**config.mk**
```make
export PLATFORM = sky130hd
export DESIGN_NAME = sflash_cmd_ctrl
export DESIGN_NICKNAME = d
export VERILOG_FILES = /design/src/rtl/sfc_pkg.sv /design/src/rtl/sfc_spi_port.sv /design/src/rtl/sfc_busy_timer.sv /design/src/rtl/sfc_cmd_ctrl.sv /design/src/rtl/sflash_cmd_ctrl.sv
export SDC_FILE = /design/constraint.sdc
export NUM_CORES = 1
export LEC_CHECK = 0
export BUFFER_PORTS_ARGS = -buffer_cell sky130_fd_sc_hd__buf_4
export CAP_MARGIN = 20
export CORE_MARGIN = 5
export CORE_UTILIZATION = 40
export CTS_CLUSTER_SIZE = 30
export DETAILED_ROUTE_END_ITERATION = 16
export HOLD_SLACK_MARGIN = 0.03
export PLACE_DENSITY = 0.61
export SLEW_MARGIN = 20
export SYNTH_ARGS = -nofsm -noshare
export SYNTH_HDL_FRONTEND = slang
export SYNTH_SLANG_ARGS = --single-unit
```
**constraint.sdc**
```tcl
create_clock -name clk -period 2.55 [get_ports clk]
set_input_delay 0.1275 -clock clk [delete_from_list [all_inputs] [get_ports clk]]
set_output_delay 0.1275 -clock clk [all_outputs]
set_load 0.01 [all_outputs]
```
**src/rtl/sfc_pkg.sv**
```systemverilog
// Shared opcode values and job kinds for the serial flash command controller.
// Assumes 8-bit opcodes delivered most significant bit first.
package sfc_pkg;
    localparam logic [7:0] OP_WRSR  = 8'h01;
    localparam logic [7:0] OP_PROG  = 8'h02;
    localparam logic [7:0] OP_WRDI  = 8'h04;
    localparam logic [7:0] OP_RDSR  = 8'h05;
    localparam logic [7:0] OP_WREN  = 8'h06;
    localparam logic [7:0] OP_FREAD = 8'h0B;
    localparam logic [7:0] OP_SE    = 8'h20;
    localparam logic [7:0] OP_UID   = 8'h4B;
    localparam logic [7:0] OP_SUSP  = 8'h75;
    localparam logic [7:0] OP_RESM  = 8'h7A;
    localparam logic [7:0] OP_JID   = 8'h9F;
    localparam logic [7:0] OP_REL   = 8'hAB;
    localparam logic [7:0] OP_PDN   = 8'hB9;
    localparam logic [7:0] OP_CE    = 8'hC7;
    localparam logic [7:0] OP_BE    = 8'hD8;

    typedef enum logic {JOB_WRITE, JOB_ERASE} job_e;
endpackage

```
**src/rtl/sfc_spi_port.sv**
```systemverilog
// Mode-0 serial port sampled by the system clock.
// Assumes sclk, cs_n and mosi are already synchronous to clk and that
// each sclk phase lasts several clk cycles. Reports each whole byte,
// and on select rising reports whether the frame ended on a byte boundary.
module sfc_spi_port #(
    parameter int CNT_W = 5
) (
    input  logic             clk,
    input  logic             rst_n,
    input  logic             sclk,
    input  logic             cs_n,
    input  logic             mosi,
    input  logic [7:0]       resp_byte,
    output logic             miso,
    output logic             byte_stb,
    output logic [7:0]       rx_byte,
    output logic [CNT_W-1:0] byte_cnt,
    output logic             end_stb,
    output logic             end_whole,
    output logic [CNT_W-1:0] end_bytes
);
    localparam logic [CNT_W-1:0] CNT_MAX = '1;

    logic       sclk_q, cs_q;
    logic [2:0] bit_cnt;
    logic [6:0] rx_sr, tx_sr;
    logic       rise, fall, cs_up;

    assign rise  = !cs_n && sclk && !sclk_q;
    assign fall  = !cs_n && !sclk && sclk_q;
    assign cs_up = cs_n && !cs_q;

    // Edge history of the serial clock and the select line.
    always_ff @(posedge clk) begin
        if (!rst_n) begin
            sclk_q <= 1'b0;
            cs_q   <= 1'b1;
        end else begin
            sclk_q <= sclk;
            cs_q   <= cs_n;
        end
    end

    // Receive shifter, bit and byte counters, frame-end report.
    always_ff @(posedge clk) begin
        if (!rst_n) begin
            bit_cnt   <= '0;
            byte_cnt  <= '0;
            rx_sr     <= '0;
            rx_byte   <= '0;
            byte_stb  <= 1'b0;
            end_stb   <= 1'b0;
            end_whole <= 1'b0;
            end_bytes <= '0;
        end else begin
            byte_stb <= 1'b0;
            end_stb  <= 1'b0;
            if (cs_n) begin
                if (cs_up) begin
                    end_stb   <= 1'b1;
                    end_whole <= (bit_cnt == 3'd0) && (byte_cnt != '0);
                    end_bytes <= byte_cnt;
                end
                bit_cnt  <= '0;
                byte_cnt <= '0;
            end else if (rise) begin
                rx_sr   <= {rx_sr[5:0], mosi};
                bit_cnt <= bit_cnt + 3'd1;
                if (bit_cnt == 3'd7) begin
                    byte_stb <= 1'b1;
                    rx_byte  <= {rx_sr, mosi};
                    if (byte_cnt != CNT_MAX) byte_cnt <= byte_cnt + 1'b1;
                end
            end
        end
    end

    // Transmit shifter: loads a new response byte at each byte boundary.
    always_ff @(posedge clk) begin
        if (!rst_n || cs_n) begin
            miso  <= 1'b0;
            tx_sr <= '0;
        end else if (fall) begin
            if (bit_cnt == 3'd0) begin
                miso  <= resp_byte[7];
                tx_sr <= resp_byte[6:0];
            end else begin
                miso  <= tx_sr[6];
                tx_sr <= {tx_sr[5:0], 1'b0};
            end
        end
    end

    AST_MISO_QUIET_DESELECTED: assert property (@(posedge clk) disable iff (!rst_n)
        (cs_n && $past(cs_n)) |-> !miso);
endmodule

```
**src/rtl/sfc_busy_timer.sv**
```systemverilog
// Countdown that models the busy period of a program or erase.
// Assumes load_val is at least 1; pause freezes the remaining count.
module sfc_busy_timer #(
    parameter int CW = 13
) (
    input  logic          clk,
    input  logic          rst_n,
    input  logic          start,
    input  logic [CW-1:0] load_val,
    input  logic          pause,
    output logic          busy,
    output logic          done
);
    logic          run;
    logic [CW-1:0] cnt;

    assign busy = run && !pause;
    assign done = busy && (cnt == CW'(1));

    // Load on start, count down while not paused, stop at the last cycle.
    always_ff @(posedge clk) begin
        if (!rst_n) begin
            run <= 1'b0;
            cnt <= '0;
        end else if (start) begin
            run <= 1'b1;
            cnt <= load_val;
        end else if (done) begin
            run <= 1'b0;
            cnt <= '0;
        end else if (busy) begin
            cnt <= cnt - 1'b1;
        end
    end

    AST_COUNT_NONZERO: assert property (@(posedge clk) disable iff (!rst_n)
        run |-> (cnt != '0));
endmodule

```
**src/rtl/sfc_cmd_ctrl.sv**
```systemverilog
// Opcode screening, write-enable latch, suspend and power-down state,
// and the response byte multiplexer.
// Assumes byte_cnt counts completed bytes of the current frame and is
// already updated when byte_stb is seen.
module sfc_cmd_ctrl
    import sfc_pkg::*;
#(
    parameter int          CNT_W        = 5,
    parameter int          CW           = 13,
    parameter int          PROG_CYCLES  = 2000,
    parameter int          ERASE_CYCLES = 6000,
    parameter logic [23:0] JEDEC_ID     = 24'h9D7A16,
    parameter logic [63:0] UNIQUE_ID    = 64'h0123_4567_89AB_CDEF
) (
    input  logic             clk,
    input  logic             rst_n,
    input  logic             byte_stb,
    input  logic [7:0]       rx_byte,
    input  logic [CNT_W-1:0] byte_cnt,
    input  logic             end_stb,
    input  logic             end_whole,
    input  logic [CNT_W-1:0] end_bytes,
    input  logic             busy,
    input  logic             done,
    output logic [7:0]       resp_byte,
    output logic             go_start,
    output logic [CW-1:0]    load_val,
    output logic             susp
);
    logic [7:0]  op;
    logic        ok, wel, pd, acc, exec, go_susp, go_resume;
    logic [23:0] rd_ptr;
    job_e        job, new_job;
    int          bc, eb;

    assign bc   = int'(byte_cnt);
    assign eb   = int'(end_bytes);
    assign exec = end_stb && end_whole && ok;

    // Admission of a new opcode in the current mode.
    always_comb begin
        if (pd)        acc = (rx_byte == OP_REL);
        else if (busy) acc = (rx_byte == OP_RDSR) || (rx_byte == OP_SUSP);
        else if (susp) acc = rx_byte inside {OP_RDSR, OP_WREN, OP_WRDI, OP_RESM,
                                             OP_FREAD, OP_JID, OP_UID};
        else           acc = rx_byte inside {OP_RDSR, OP_WREN, OP_WRDI, OP_WRSR,
                                             OP_PROG, OP_FREAD, OP_SE, OP_BE, OP_CE,
                                             OP_PDN, OP_REL, OP_JID, OP_UID};
    end

    // Frame-end decisions for commands that start a busy period.
    always_comb begin
        go_start = 1'b0;
        new_job  = JOB_WRITE;
        if (exec && wel) begin
            unique case (op)
                OP_WRSR:      go_start = (eb >= 2);
                OP_PROG:      go_start = (eb >= 5);
                OP_SE, OP_BE: begin go_start = (eb == 4); new_job = JOB_ERASE; end
                OP_CE:        begin go_start = (eb == 1); new_job = JOB_ERASE; end
                default:      go_start = 1'b0;
            endcase
        end
        load_val  = (new_job == JOB_ERASE) ? CW'(ERASE_CYCLES) : CW'(PROG_CYCLES);
        go_susp   = exec && (op == OP_SUSP) && (eb == 1) && busy && (job == JOB_ERASE);
        go_resume = exec && (op == OP_RESM) && (eb == 1) && susp;
    end

    // Opcode capture, admission flag and fast-read address pointer.
    always_ff @(posedge clk) begin
        if (!rst_n) begin
            op     <= '0;
            ok     <= 1'b0;
            rd_ptr <= '0;
        end else if (end_stb) begin
            ok <= 1'b0;
        end else if (byte_stb) begin
            if (bc == 1) begin
                op <= rx_byte;
                ok <= acc;
            end else if (op == OP_FREAD && bc >= 2 && bc <= 4) begin
                rd_ptr <= {rd_ptr[15:0], rx_byte};
            end else if (op == OP_FREAD && bc >= 6) begin
                rd_ptr <= rd_ptr + 24'd1;
            end
        end
    end

    // Latch, suspend, power-down and job-kind state.
    always_ff @(posedge clk) begin
        if (!rst_n) begin
            wel  <= 1'b0;
            susp <= 1'b0;
            pd   <= 1'b0;
            job  <= JOB_WRITE;
        end else begin
            if (done) wel <= 1'b0;
            else if (exec && op == OP_WREN && eb == 1) wel <= 1'b1;
            else if (exec && op == OP_WRDI && eb == 1) wel <= 1'b0;
            if (go_susp) susp <= 1'b1;
            else if (go_resume) susp <= 1'b0;
            if (exec && op == OP_PDN && eb == 1) pd <= 1'b1;
            else if (exec && op == OP_REL) pd <= 1'b0;
            if (go_start) job <= new_job;
        end
    end

    // Response byte for the next byte slot of the frame.
    always_comb begin
        resp_byte = 8'h00;
        if (ok) begin
            unique case (op)
                OP_RDSR:  resp_byte = {susp, 5'b0, wel, busy};
                OP_JID:   if (bc >= 1 && bc <= 3)
                              resp_byte = 8'(JEDEC_ID >> (8 * (3 - bc)));
                OP_UID:   if (bc >= 5 && bc <= 12)
                              resp_byte = 8'(UNIQUE_ID >> (8 * (12 - bc)));
                OP_FREAD: if (bc >= 5) resp_byte = rd_ptr[7:0];
                default:  resp_byte = 8'h00;
            endcase
        end
    end

    AST_DONE_CLEARS_WEL: assert property (@(posedge clk) disable iff (!rst_n)
        done |=> !wel);
    AST_SUSPEND_NOT_BUSY: assert property (@(posedge clk) disable iff (!rst_n)
        susp |-> !busy);
    AST_POWERDOWN_NOT_BUSY: assert property (@(posedge clk) disable iff (!rst_n)
        pd |-> !busy);
    AST_BUSY_HAS_CAUSE: assert property (@(posedge clk) disable iff (!rst_n)
        $rose(busy) |-> $past(go_start || go_resume));
endmodule

```
**src/rtl/sflash_cmd_ctrl.sv**
```systemverilog
// Top of the serial flash command and status controller: serial port,
// command control and busy countdown. Assumes a single clock domain.
module sflash_cmd_ctrl #(
    parameter int          CNT_W        = 5,
    parameter int          PROG_CYCLES  = 2000,
    parameter int          ERASE_CYCLES = 6000,
    parameter logic [23:0] JEDEC_ID     = 24'h9D7A16,
    parameter logic [63:0] UNIQUE_ID    = 64'h0123_4567_89AB_CDEF
) (
    input  logic clk,
    input  logic rst_n,
    input  logic sclk,
    input  logic cs_n,
    input  logic mosi,
    output logic miso
);
    localparam int LONGEST = (ERASE_CYCLES > PROG_CYCLES) ? ERASE_CYCLES : PROG_CYCLES;
    localparam int CW      = $clog2(LONGEST + 1);

    logic             byte_stb, end_stb, end_whole, busy, done, go_start, susp;
    logic [7:0]       rx_byte, resp_byte;
    logic [CNT_W-1:0] byte_cnt, end_bytes;
    logic [CW-1:0]    load_val;

    sfc_spi_port #(.CNT_W(CNT_W)) u_port (
        .clk(clk), .rst_n(rst_n), .sclk(sclk), .cs_n(cs_n), .mosi(mosi),
        .resp_byte(resp_byte), .miso(miso), .byte_stb(byte_stb), .rx_byte(rx_byte),
        .byte_cnt(byte_cnt), .end_stb(end_stb), .end_whole(end_whole),
        .end_bytes(end_bytes)
    );

    sfc_cmd_ctrl #(
        .CNT_W(CNT_W), .CW(CW), .PROG_CYCLES(PROG_CYCLES),
        .ERASE_CYCLES(ERASE_CYCLES), .JEDEC_ID(JEDEC_ID), .UNIQUE_ID(UNIQUE_ID)
    ) u_ctrl (
        .clk(clk), .rst_n(rst_n), .byte_stb(byte_stb), .rx_byte(rx_byte),
        .byte_cnt(byte_cnt), .end_stb(end_stb), .end_whole(end_whole),
        .end_bytes(end_bytes), .busy(busy), .done(done), .resp_byte(resp_byte),
        .go_start(go_start), .load_val(load_val), .susp(susp)
    );

    sfc_busy_timer #(.CW(CW)) u_timer (
        .clk(clk), .rst_n(rst_n), .start(go_start), .load_val(load_val),
        .pause(susp), .busy(busy), .done(done)
    );
endmodule

```
Word-level counts from Yosys, hierarchy flattened
Cells that the tools add are included.
{ "word_totals": {"elab_cells": 171, "ff_bits": 92, "out_inout_bits": 1} }
{ "classes": {"n_bitwise": 5, "reduce_logical": 62, "order_cmp": 9, "n_mux": 30, "eq_ne": 36, "addsub": 6, "n_shift": 2} }
{ "ops": {"columns": ["operator", "n"], "rows": [
  ["$eq A8 B8 Y1 const B", 10],
  ["$shr A57 B32 Y8 const A", 1],
  ["$mux W13", 4],
  ["$eq A8 B3 Y1 const B", 6],
  ["$eq A8 B7 Y1 const B", 6],
  ["$mux W24", 2],
  ["$mux W8", 4],
  ["$pmux W8 S4", 1],
  ["$shr A24 B32 Y8 const A", 1],
  ["$logic_and A1 B1 Y1", 30],
  ["$add A24 B1 Y24 const B", 1],
  ["$mux W1", 17],
  ["$eq A8 B1 Y1 const B", 2],
  ["$eq A8 B2 Y1 const B", 2],
  ["$eq A8 B4 Y1 const B", 2],
  ["$eq A8 B6 Y1 const B", 2],
  ["$ge A5 B3 Y1 const B", 3],
  ["$eq A13 B1 Y1 const B", 1],
  ["$reduce_bool A13 Y1", 1],
  ["$sub A13 B1 Y13 const B", 1],
  ["$eq A5 B2 Y1 const B", 2],
  ["$ge A5 B2 Y1 const B", 2],
  ["$reduce_bool A2 Y1", 5],
  ["$reduce_and A3 Y1", 3],
  ["other kinds (24)", 41]
]} }

Logic depth before layout (Yosys ltp)
Gate-level depths: netlist of the first run.
{ "depth": {"depth_word": 7, "mapped_depth": 10, "mapped_depth_nobuf": 8} }

Modules after synthesis
From an unflattened synthesis of the first run, not the netlist that was laid out.
{ "hier_totals": {"hier_cells": 557, "hier_area_um2": 4616.9} }
{ "modules_own_cells": {"columns": ["module", "cells_per_inst", "area_each_um2", "n_inst"], "rows": [
  ["sfc_cmd_ctrl", 266, 2006.9, 1],
  ["sfc_spi_port", 177, 1720.4, 1],
  ["sfc_busy_timer", 114, 889.6, 1]
]} }

Worst setup path after synthesis of the first run
Ideal clock, no wire load.
{ "synth_path": {"path_type": "reg2reg", "from": "register u_port.byte_cnt[2]", "to": "register u_port.tx_sr[4]", "n_path_buf": 2, "t_arrival_ps": 2149, "setup_slack_ps": 278, "stages_incl_launch_ff": 11, "cell_sequence": "dfxtp_1 -> clkbuf_1 -> inv_1 -> ha_1 -> ha_1 -> nor2_1 -> and4_1 -> clkbuf_1 -> a32o_1 -> a221oi_1 -> nor2_1"} }
{ "synth_via": {"elab_chain_cells": 6, "elab_cells_between_ends": 16, "cone_classes": "2 x add/sub; 4 x order compare; 2 x shift; 6 x mux; 2 x reduce/logical"} }
{ "synth_lines": {"columns": ["item", "line", "source"], "rows": [
  ["start, declared", "sfc_spi_port.sv:17", "output logic [CNT_W-1:0] byte_cnt,"],
  ["start signal, assigned", "sfc_spi_port.sv:72", "if (byte_cnt != CNT_MAX) byte_cnt <= byte_cnt + 1'b1;"],
  ["$sub A4 B5 Y6 (tied with other cells)", "sfc_cmd_ctrl.sv:117", "resp_byte = 8'(UNIQUE_ID >> (8 * (12 - bc)));"],
  ["$shr A57 B32 Y8 (tied with other cells)", "sfc_cmd_ctrl.sv:117", null],
  ["$mux W8 (on tied branches)", "sfc_cmd_ctrl.sv:116, sfc_cmd_ctrl.sv:114", null],
  ["$pmux W8 S4 *", "sfc_cmd_ctrl.sv:112", "unique case (op)"],
  ["$mux W8 *", "sfc_cmd_ctrl.sv:111", "if (ok) begin"],
  ["$mux W7 *", "sfc_spi_port.sv:84", "if (bit_cnt == 3'd0) begin"],
  ["end signal, assigned", "sfc_spi_port.sv:86", "tx_sr <= resp_byte[6:0];"],
  ["end signal, assigned", "sfc_spi_port.sv:89", "tx_sr <= {tx_sr[5:0], 1'b0};"],
  ["end, declared", "sfc_spi_port.sv:26", "logic [6:0] rx_sr, tx_sr;"]
]} }
Mark *: on every way between the ends. The rest lies on a longest branch, timed or not.
A chain may end at the register's enable or synchronous reset.

Worst setup path after layout of the first run
{ "layout_path": {"from": "register u_ctrl.op[3]", "to": "register u_ctrl.rd_ptr[4]"} }
{ "layout_via": {"elab_chain_cells": 5, "elab_cells_between_ends": 7, "cone_classes": "1 x eq/ne; 1 x mux; 5 x reduce/logical"} }
{ "layout_lines": {"columns": ["item", "line", "source"], "rows": [
  ["start, declared", "sfc_cmd_ctrl.sv:30", "logic [7:0] op;"],
  ["start signal, assigned", "sfc_cmd_ctrl.sv:79", "op <= rx_byte;"],
  ["$eq A8 B4 Y1 *", "sfc_cmd_ctrl.sv:81, sfc_cmd_ctrl.sv:83", null],
  ["$logic_and A1 B1 Y1 (2 in a row)", "sfc_cmd_ctrl.sv:81", "end else if (op == OP_FREAD && bc >= 2 && bc <= 4) begin"],
  ["$reduce_bool A2 Y1 (no line)", null, null],
  ["$reduce_and A4 Y1 (no line)", null, null],
  ["end signal, assigned", "sfc_cmd_ctrl.sv:82", "rd_ptr <= {rd_ptr[15:0], rx_byte};"],
  ["end signal, assigned", "sfc_cmd_ctrl.sv:84", "rd_ptr <= rd_ptr + 24'd1;"],
  ["end, declared", "sfc_cmd_ctrl.sv:32", "logic [23:0] rd_ptr;"]
]} }
Marks and branches as above.

==> impl_results.md, run 1 <==
* Max Cap Viol at 0
* Endpoint, Worst Hold: u_timer.cnt[4]
* XOR/XNOR Fraction of Synth Area at 0.0309
* Synth unique cells at 73
* FF+latch count, synth at 76
* Crit. End Element: register
* TritonCTS clock tree: done
* Post-synthesis mux area share at 0.0541
* Largest family of logic cells by synthesized area: simple AND/OR/NAND/NOR gates
* Ys async rst share at 0
* Critical path's top delay family: simple AND/OR/NAND/NOR gates
* Clk_skew at 0.00633 ns
* GRT met3 Usage at 0.0251
* ANT nets after route at 0
* N_diodes at 0
* Critical path depth at 7
* Worst setup SP type: register
* FF-to-FF Start: u_ctrl.op[3]
* Routability cong. at 0.937
* Core footprint at 10400 µm²
* Grt ovf at 0
* Drt pass-1 iters at 4
* Starting Density at 0.410
* Area leader, netlist: dfxtp_1
* M1 GR Usage at 0.242
* Root Buffer Master: clkbuf_8
* Power per cell area at 458 nW/µm²
* Status: finished, final reports clean
* CTS Sinks at 76
* Period utilization at 0.926
* Die height at 113 µm
* Final instance area at 4720 µm²
* Most numerous cell in the Yosys netlist: dfxtp_1
* Place WS at 0.138 ns
* Maximum fanout along the worst path at 9
* Top post-synthesis cells by area: dfxtp_1, a21oi_1, mux2i_1
* Worst Path Arrival at 2.58 ns
* Total Nets Final at 554
* Warnings from Yosys at 0
* Min-delay src: rst_n
* Post-layout min period at 2.36 ns
* Ys flop type: dfxtp_1
* IO buf count at 5
* Mean Syn Cell Area at 8.14 µm²
* Synth top area share at 0.358
* Cts repair resizes at 0
* Syn-to-layout area delta at 10.9%
* Crit path buf inv count at 2
* I/O Pins at 6
* Synth top cells by count: dfxtp_1, nor2_1, nand2_1
* Slew Limit Fails at 0
* Reg2Reg Setup Slack at 0.19 ns
* Final core occ at 0.455
* DRT iter0 DRCs at 341
* Max Buffers Root-to-Sink at 2
* GR peak layer: met2
* Worst path max stage delay at 0.49 ns
* Hold Path Depth at 2
* Via density at 5.77
* Post-synth EDFFs at 0
* Leak pwr at 0.00162 µW
* Post-Route WL at 11000 µm
* Register area share after synthesis at 0.358
* Routed WL per cell at 16.3 µm
* Die ar. at 12800 µm²
* Worst Setup SP: u_ctrl.op[3]
* Synth Area in Adders at 0.0441
* Simple-gate share of the synthesized area at 0.271
* Final setup vio count at 0
* Max Freq at 0.424 GHz
* Row Count at 37
* VDD IR max at 0.306 mV
* Non-filler instance count after layout at 674
* TritonCTS Buffers at 9
* Tot GR Track Use at 0.175
* Die Width at 113 µm
* Cell area after synthesis at 4260 µm²
* Worst r2r dst: u_ctrl.rd_ptr[4]
* Vias in the first global route at 3653
* HPWL Detailed at 7790 µm
* Routed vias at 3889
* Critical-path cell list: or3b_4, or3_4, a311oi_4, buf_4, buf_4, a21boi_0, o32ai_1
* Post-route DRC at 0
* Final Hold Fails at 0
* Inst Count DP at 651
* Worst-skew pair later-pin latency at 0.35 ns
* Post-synthesis compound-gate area fraction at 0.198
* Initial antenna violation count at 0
* Final setup TNS at 0 ns
* Min-Delay Path Class: in2reg
* Placement Cell Area at 4460 µm²
* RSZ-0062 raised after global routing: false
* Worst r2r path cells at 7
* Syn Nets at 543
* Critical Path Most Common Cell: buf_4
* M2 GR Usage at 0.271
* Least-Margin Pin Slew at 0.828 ns
* Crit path max-delay cell type: dfxtp_1
* First-pass GRT wire length at 18300 µm
* Htree depth at 3
* Crit path kind: reg2reg
* Largest net degree at the start of global routing at 44
* Layout cell share with drive strength beyond 1 at 0.112
* Final WS setup at 0.190 ns
* Clock transition at the registers of the reported paths at 0.08 ns
* Worst EP required at 2.77 ns
* Slew HR at 0.448
* Mapped Cells at 523
-- state kept, by name (all words and copies together) (netlist names), 3 cells and up --
name,cells
u_port.byte_cnt,5
u_ctrl.op,8
u_port.rx_byte,8
u_port.end_bytes,5
u_ctrl.rd_ptr,8
u_port.tx_sr,7
u_timer.cnt,13
u_port.rx_sr,7
u_port.bit_cnt,3
-- power by group --
part / total (µW) / leakage [µW] / internal, µW / switching (µW)
logic: 63.4 / 0.000907 / 21.4 / 42.0
registers: 1200 / 0.000613 / 1190 / 4.18
clock network: 904 / 0.0000955 / 448 / 456
total: 2160 / 0.00162 / 1660 / 502
-- cells by family after synthesis --
logic type / Yosys count
and+or+nand+nor: 221
AOI/OAI and AO/OA: 126
DFF: 76
buffers and inverters: 47
muxes: 23
xor gates and xnor gates: 15
adders and majority gates: 15
-- per-layer routing --
layer | up-vias | routed length, µm
li1 | 1926 | -
met1 | 1869 | 5300
met2 | 77 | 5060
met3 | 17 | 375
met4 | 0 | 211
met5 | - | 0
-- through the flow --
step                power [µW]  hold WS, ns
floorplan                 1260        0.249
global placement          1280        0.365
detailed placement        1280        0.377
CTS                       2190       0.0932
global route              2250       0.0925
finish                    2160        0.109
-- cells in the final DEF (no fill, tap or decap), types with 3 or more instances in the layout --
| master | netlist | layout |
|---|---|---|
| dfxtp_1 | 76 | 76 |
| nor2_1 | 59 | 59 |
| nand2_1 | 57 | 57 |
| a21oi_1 | 48 | 48 |
| buf_4 | 1 | 28 |
| mux2i_1 | 23 | 23 |
| o21ai_0 | 16 | 16 |
| nand4_1 | 15 | 15 |
| ha_1 | 15 | 15 |
| inv_1 | 14 | 14 |
| nand3_1 | 12 | 12 |
| xnor2_1 | 11 | 11 |
| nor4_1 | 10 | 10 |
| clkbuf_8 | 0 | 9 |
| nand2b_1 | 8 | 8 |
| nor3_1 | 8 | 8 |
| a31oi_1 | 8 | 8 |
| nor2b_1 | 7 | 7 |
| a211oi_1 | 6 | 6 |
| and2_1 | 5 | 5 |
| or3_1 | 5 | 5 |
| nor3b_1 | 5 | 5 |
| nand4b_1 | 5 | 5 |
| o21a_1 | 5 | 5 |
| o221ai_1 | 4 | 4 |
| xor2_1 | 4 | 4 |
| or4_1 | 3 | 3 |
| nor4b_1 | 3 | 3 |
| o31ai_1 | 3 | 3 |
| a32o_1 | 3 | 3 |
| or2_2 | 3 | 3 |
| a41oi_1 | 3 | 3 |
| o211ai_1 | 3 | 3 |
-- area by class of cell --
cell class	instances	area, µm²
multi-input combinational	400	2540
timing repair buffer	30	230
tap	136	170
inverter	17	63.8
sequential	76	1520
fill	1053	5650
clock buffer	9	124
clock inverter	6	65.1
-- how the worst max path moves through the flow --
stage | end | slack, ns
floorplan | u_port.tx_sr[4] | 0.28
CTS | u_ctrl.rd_ptr[7] | 0.12
global route | u_timer.cnt[1] | 0.13
detailed placement | u_ctrl.rd_ptr[7] | 0.14
finish | u_ctrl.rd_ptr[4] | 0.19
global placement | u_ctrl.rd_ptr[7] | 0.29
-- what timing repair did --
| action | in CTS | in global routing |
|---|---|---|
| buffers inserted | 0 | 6 |
| setup endpoints to repair | 0 | 1 |
| hold buffers | 2 | 0 |
| endpoints found under the hold margin | 2 | 0 |
No activity file was read; power rests on OpenSTA's default activity.
==> run 2: changes to the inputs <==
CORE_MARGIN = unset   (was 5)
==> impl_results.md, run 2 (synthesized netlist as in run 1, its figures left out) <==
* Status: finished, final reports clean
* Max Cap Viol at 0 (unchanged)
* Critical-path cell list: inv_1, ha_1, nor2b_1, or4_4, or3_1, a21o_1, a21oi_2
* Vias in the first global route at 3739 (+2.4%)
* Worst path max stage delay at 0.51 ns (+0.02 ns)
* First-pass GRT wire length at 18900 µm (+3.0%)
* Min-delay src: rst_n
* Die height at 105 µm (-7.1%)
* IO buf count at 5 (unchanged)
* Routability cong. at 0.907 (-3.2%)
* Endpoint, Worst Hold: u_timer.cnt[6]
* CTS Sinks at 76 (unchanged)
* RSZ-0062 raised after global routing: false
* Worst setup SP type: register
* Worst-skew pair later-pin latency at 0.35 ns (about the same)
* WHS at 0.110 ns (+0.00122 ns)
* Critical path depth at 7 (unchanged)
* Core footprint at 10300 µm² (-0.45%)
* Die Width at 105 µm (-7.1%)
* Leak pwr at 0.00164 µW (+1.2%)
* VDD IR max at 0.326 mV (+6.4%)
* N_diodes at 0 (unchanged)
* Syn-to-layout area delta at 12.2%
* Worst r2r path cells at 7 (unchanged)
* Grt ovf at 0 (unchanged)
* Reg2Reg Setup Slack at 0.25 ns (+0.06 ns)
* Crit path buf inv count at 1 (-1)
* Tot Pwr at 2470 µW (+14%)
* Crit. End Element: register
* Slew HR at 0.460 (+0.0123)
* Final Hold Fails at 0 (unchanged)
* Starting Density at 0.412 (+0.00184)
* Commonest non-fill, non-tap cell in the layout: dfxtp_1
* Critical path's top delay family: simple AND/OR/NAND/NOR gates
* I/O Pins at 6 (unchanged)
* Total Nets Final at 550 (-0.72%)
* Tot GR Track Use at 0.214 (+0.0392)
* ANT nets after route at 0 (unchanged)
* Largest net degree at the start of global routing at 44 (unchanged)
* Most frequent cells in the layout: dfxtp_1, nor2_1, nand2_1
* Maximum fanout along the worst path at 11 (+2)
* Crit path kind: reg2reg
* Die ar. at 11100 µm² (-14%)
* Worst Path Arrival at 2.58 ns (about the same)
* TritonCTS clock tree: done
* Max Freq at 0.435 GHz (+2.8%)
* Initial antenna violation count at 0 (unchanged)
* Max Buffers Root-to-Sink at 2 (unchanged)
* HPWL Detailed at 7940 µm (+2.0%)
* Worst r2r dst: u_port.tx_sr[5]
* Clk_skew at 0.00971 ns (+0.00338 ns)
* Clock transition at the registers of the reported paths at 0.08 ns (about the same)
* Htree depth at 3 (unchanged)
* Period utilization at 0.901 (-0.0251)
* Drt pass-1 iters at 5 (+1)
* Layout cell share with drive strength beyond 1 at 0.107 (-0.00498)
* Placement Cell Area at 4470 µm² (+0.17%)
* Root Buffer Master: clkbuf_8
* Largest register FFs at 13 (unchanged)
* TritonCTS Buffers at 9 (unchanged)
* Post-layout min period at 2.30 ns (-0.0639 ns)
* Post-Route WL at 11100 µm (+1.5%)
* Final setup vio count at 0 (unchanged)
* Routed vias at 3842 (-1.2%)
* Power per cell area at 518 nW/µm² (+13%)
* Top reg by flops: u_timer.cnt
* Routed WL per cell at 16.6 µm (+2.0%)
* Final instance area at 4770 µm² (+1.2%)
* Least-Margin Pin Slew at 0.809 ns (-0.0185 ns)
* Row Count at 37 (unchanged)
* FF-to-FF Start: u_port.byte_cnt[0]
* Post-route DRC at 0 (unchanged)
* Crit path max-delay cell type: or4_4
* Hold Path Depth at 2 (unchanged)
* Via density at 5.73 (-0.77%)
* Min-Delay Path Class: in2reg
* DRT iter0 DRCs at 252 (-26%)
* Place WS at 0.186 ns (+0.0484 ns)
* Worst EP required at 2.83 ns (+0.06 ns)
* Final WS setup at 0.254 ns (+0.0639 ns)
* Slew Limit Fails at 0 (unchanged)
* Final setup TNS at 0 ns (unchanged)
[run 2: changes by cell type in the layout (fill, tap and decap cells not counted), sizes merged]
cell	change
bufinv	+3
inv	-1
clkinvlp	-1
buf	-4
[run 2: timing repair]
item / in CTS / in global routing
hold endpoints to repair: 3 / 0
resized for setup: 0 / 0
hold buffers: 2 / 0
setup buffers: 0 / 1
setup endpoints to repair: 0 / 1
[run 2: worst max path at each step]
stage | from | to | slack [ns]
final | u_port.byte_cnt[0] | u_port.tx_sr[5] | 0.25
after global routing | u_port.end_bytes[2] | u_timer.cnt[1] | 0.13
after CTS | u_ctrl.op[3] | u_ctrl.rd_ptr[7] | 0.15
after detailed placement | u_ctrl.op[3] | u_ctrl.rd_ptr[7] | 0.19
after global placement | u_ctrl.op[3] | u_ctrl.rd_ptr[7] | 0.26
after floorplan | u_port.byte_cnt[2] | u_port.tx_sr[4] | 0.28
[run 2: power by group]
group          switching [µW]  total, µW  internal, µW  leakage, µW
Combinational            43.3       64.6          21.3     0.000890
Sequential               4.29       1200          1190     0.000613
Clock                     464       1210           747     0.000133
[run 2: layout make-up]
class / count / area, µm²
repair buffers: 26 / 213
clock inverters: 7 / 139
multi-input cells: 400 / 2540
fillers: 1021 / 5550
inverters: 17 / 63.8
flip-flops and latches: 76 / 1520
clock buffers: 9 / 124
well taps: 136 / 170
[run 2: metrics by stage]
stage | utilization | cells
2_1_floorplan | - | 523
3_3_place_gp | 0.433 | 652
3_5_place_dp | 0.433 | 652
4_1_cts | 0.461 | 670
5_1_grt | 0.462 | 671
6_report | 0.462 | 671
[run 2: routing by layer]
metal,global-route usage,share of wire,wire length (µm)
met1,0.283,0.49,5410
met2,0.347,0.45,5010
met3,0.0362,0.039,437
met4,0.0825,0.024,265
met5,0,0,0
==> run 3: changes to the inputs <==
RECOVER_POWER = 50   (was unset)
==> impl_results.md, run 3 (synthesized netlist as in run 1, its figures left out) <==
* Post-Route WL at 11100 µm (-0.47%)
* Starting Density at 0.412 (unchanged)
* TritonCTS Buffers at 9 (unchanged)
* Worst EP required at 2.84 ns (about the same)
* Crit. End Element: register
* Row Count at 37 (unchanged)
* Final core occ at 0.460 (-0.00218)
* Status: finished, final reports clean
* Total Nets Final at 550 (unchanged)
* Period utilization at 0.891 (-0.00965)
* RSZ-0062 raised after global routing: false
* Routed WL per cell at 16.5 µm (-0.47%)
* Largest register FFs at 13 (unchanged)
* Layout cell share with drive strength beyond 1 at 0.0935 (-0.0131)
* ANT nets after route at 0 (unchanged)
* TritonCTS clock tree: done
* Commonest non-fill, non-tap cell in the layout: dfxtp_1
* Least-Margin Pin Slew at 0.811 ns (+0.00176 ns)
* Core footprint at 10300 µm² (unchanged)
* Final setup TNS at 0 ns (unchanged)
* First-pass GRT wire length at 18900 µm (unchanged)
* Max Cap Viol at 0 (unchanged)
* CTS Sinks at 76 (unchanged)
* Root Buffer Master: clkbuf_8
* Leak pwr at 0.00161 µW (-1.6%)
* Htree depth at 3 (unchanged)
* IO buf count at 5 (unchanged)
* Post-layout min period at 2.27 ns (-0.0246 ns)
* Initial antenna violation count at 0 (unchanged)
* Power per cell area at 519 nW/µm² (+0.33%)
* Post-route DRC at 0 (unchanged)
* Clk_skew at 0.00977 ns (+0.0000633 ns)
* HPWL Detailed at 7940 µm (unchanged)
* Drt pass-1 iters at 4 (-1)
* Slew HR at 0.459 (-0.00117)
* Worst setup SP type: register
* Top reg by flops: u_timer.cnt
* Grt ovf at 0 (unchanged)
* # fillers at 1024 (+0.29%)
* Slew Limit Fails at 0 (unchanged)
* Via density at 5.72 (-0.16%)
* N_diodes at 0 (unchanged)
* Vias in the first global route at 3739 (unchanged)
* Die height at 105 µm (unchanged)
* Most frequent cells in the layout: dfxtp_1, nor2_1, nand2_1
* I/O Pins at 6 (unchanged)
* Min-Delay Path Class: in2reg
* Tot GR Track Use at 0.214 (unchanged)
* VDD IR max at 0.325 mV (-0.17%)
* Clock transition at the registers of the reported paths at 0.08 ns (about the same)
* Routability cong. at 0.907 (unchanged)
* Maximum fanout along the worst path at 11 (unchanged)
* Crit path kind: reg2reg
* Cts repair resizes at 0 (unchanged)
* Max Freq at 0.440 GHz (+1.1%)
* Die Width at 105 µm (unchanged)
* Final Hold Fails at 0 (unchanged)
* Syn-to-layout area delta at 11.7%
* Worst Path Arrival at 2.56 ns (-0.02 ns)
* DRT iter0 DRCs at 217 (-14%)
* Die ar. at 11100 µm² (unchanged)
* Routed vias at 3836 (-0.16%)
* Final setup vio count at 0 (unchanged)
* Max Buffers Root-to-Sink at 2 (unchanged)
* Largest net degree at the start of global routing at 44 (unchanged)
* Worst-skew pair later-pin latency at 0.35 ns (about the same)
[run 3: cell count changes in the layout (fill, tap and decap cells not counted)]
cell      before  now
buf_4         23   17
clkbuf_1       0    6
clkinv_1       1    2
inv_2          2    1
[run 3: final cells by class]
type | instances | area [µm²] | area share
Inverter | 17 | 63.8 | 0.0134
Timing Repair Buffer | 26 | 190 | 0.0400
Sequential cell | 76 | 1520 | 0.320
Tap cell | 136 | 170 | 0.0358
Clock buffer | 9 | 124 | 0.0261
Clock inverter | 7 | 139 | 0.0292
Multi-Input combinational cell | 400 | 2540 | 0.535
[run 3: path summary, 6_finish.rpt]
path	from	endpoint	slack (ns)	depth (start not counted)
min reg2reg	u_port.rx_sr[6]	u_port.rx_byte[7]	0.46	2
max reg2reg	u_port.byte_cnt[0]	u_port.tx_sr[5]	0.28	7
min	cs_n	u_port.tx_sr[4]	0.22	4
max	u_port.byte_cnt[0]	u_port.tx_sr[5]	0.28	7
[run 3: through the flow]
stage / total power [µW] / hold slack, ns / worst slack, ns / std cells / area (µm²)
after floorplan: 1260 / 0.249 / 0.278 / 523 / 4260
after global placement: 1280 / 0.369 / 0.264 / 652 / 4470
after detailed placement: 1290 / 0.376 / 0.186 / 652 / 4470
after CTS: 2490 / 0.0963 / 0.155 / 670 / 4750
after global routing: 2550 / 0.287 / 0.0743 / 671 / 4750
final: 2470 / 0.223 / 0.278 / 671 / 4750
[run 3: where the power goes]
group | leakage [µW] | internal (µW) | switching [µW]
clock network | 0.000133 | 747 | 464
registers | 0.000613 | 1190 | 4.36
logic | 0.000864 | 19.2 | 42.6
[run 3: worst max-delay path, stage by stage, from the launching register on]
cell	delay [ns]
dfxtp_1	0.44
inv_1	0.21
ha_1	0.27
nor2b_1	0.07
or4_4	0.51
or3_1	0.39
a21o_1	0.20
a21oi_2	0.12
[run 3: metal layers]
layer  up-vias  GRT usage  share of wire
met2        79      0.347           0.45
met4         0     0.0825          0.025
met1      1815      0.283           0.48
met3        17     0.0362          0.042
li1       1925          -              -
met5         -          0              0
[run 3: repair_timing]
| action | CTS | global route |
|---|---|---|
| endpoints found under the hold margin | 3 | 0 |
| setup endpoints to repair | 0 | 1 |
| hold buffers | 2 | 0 |
| buffers inserted | 0 | 1 |
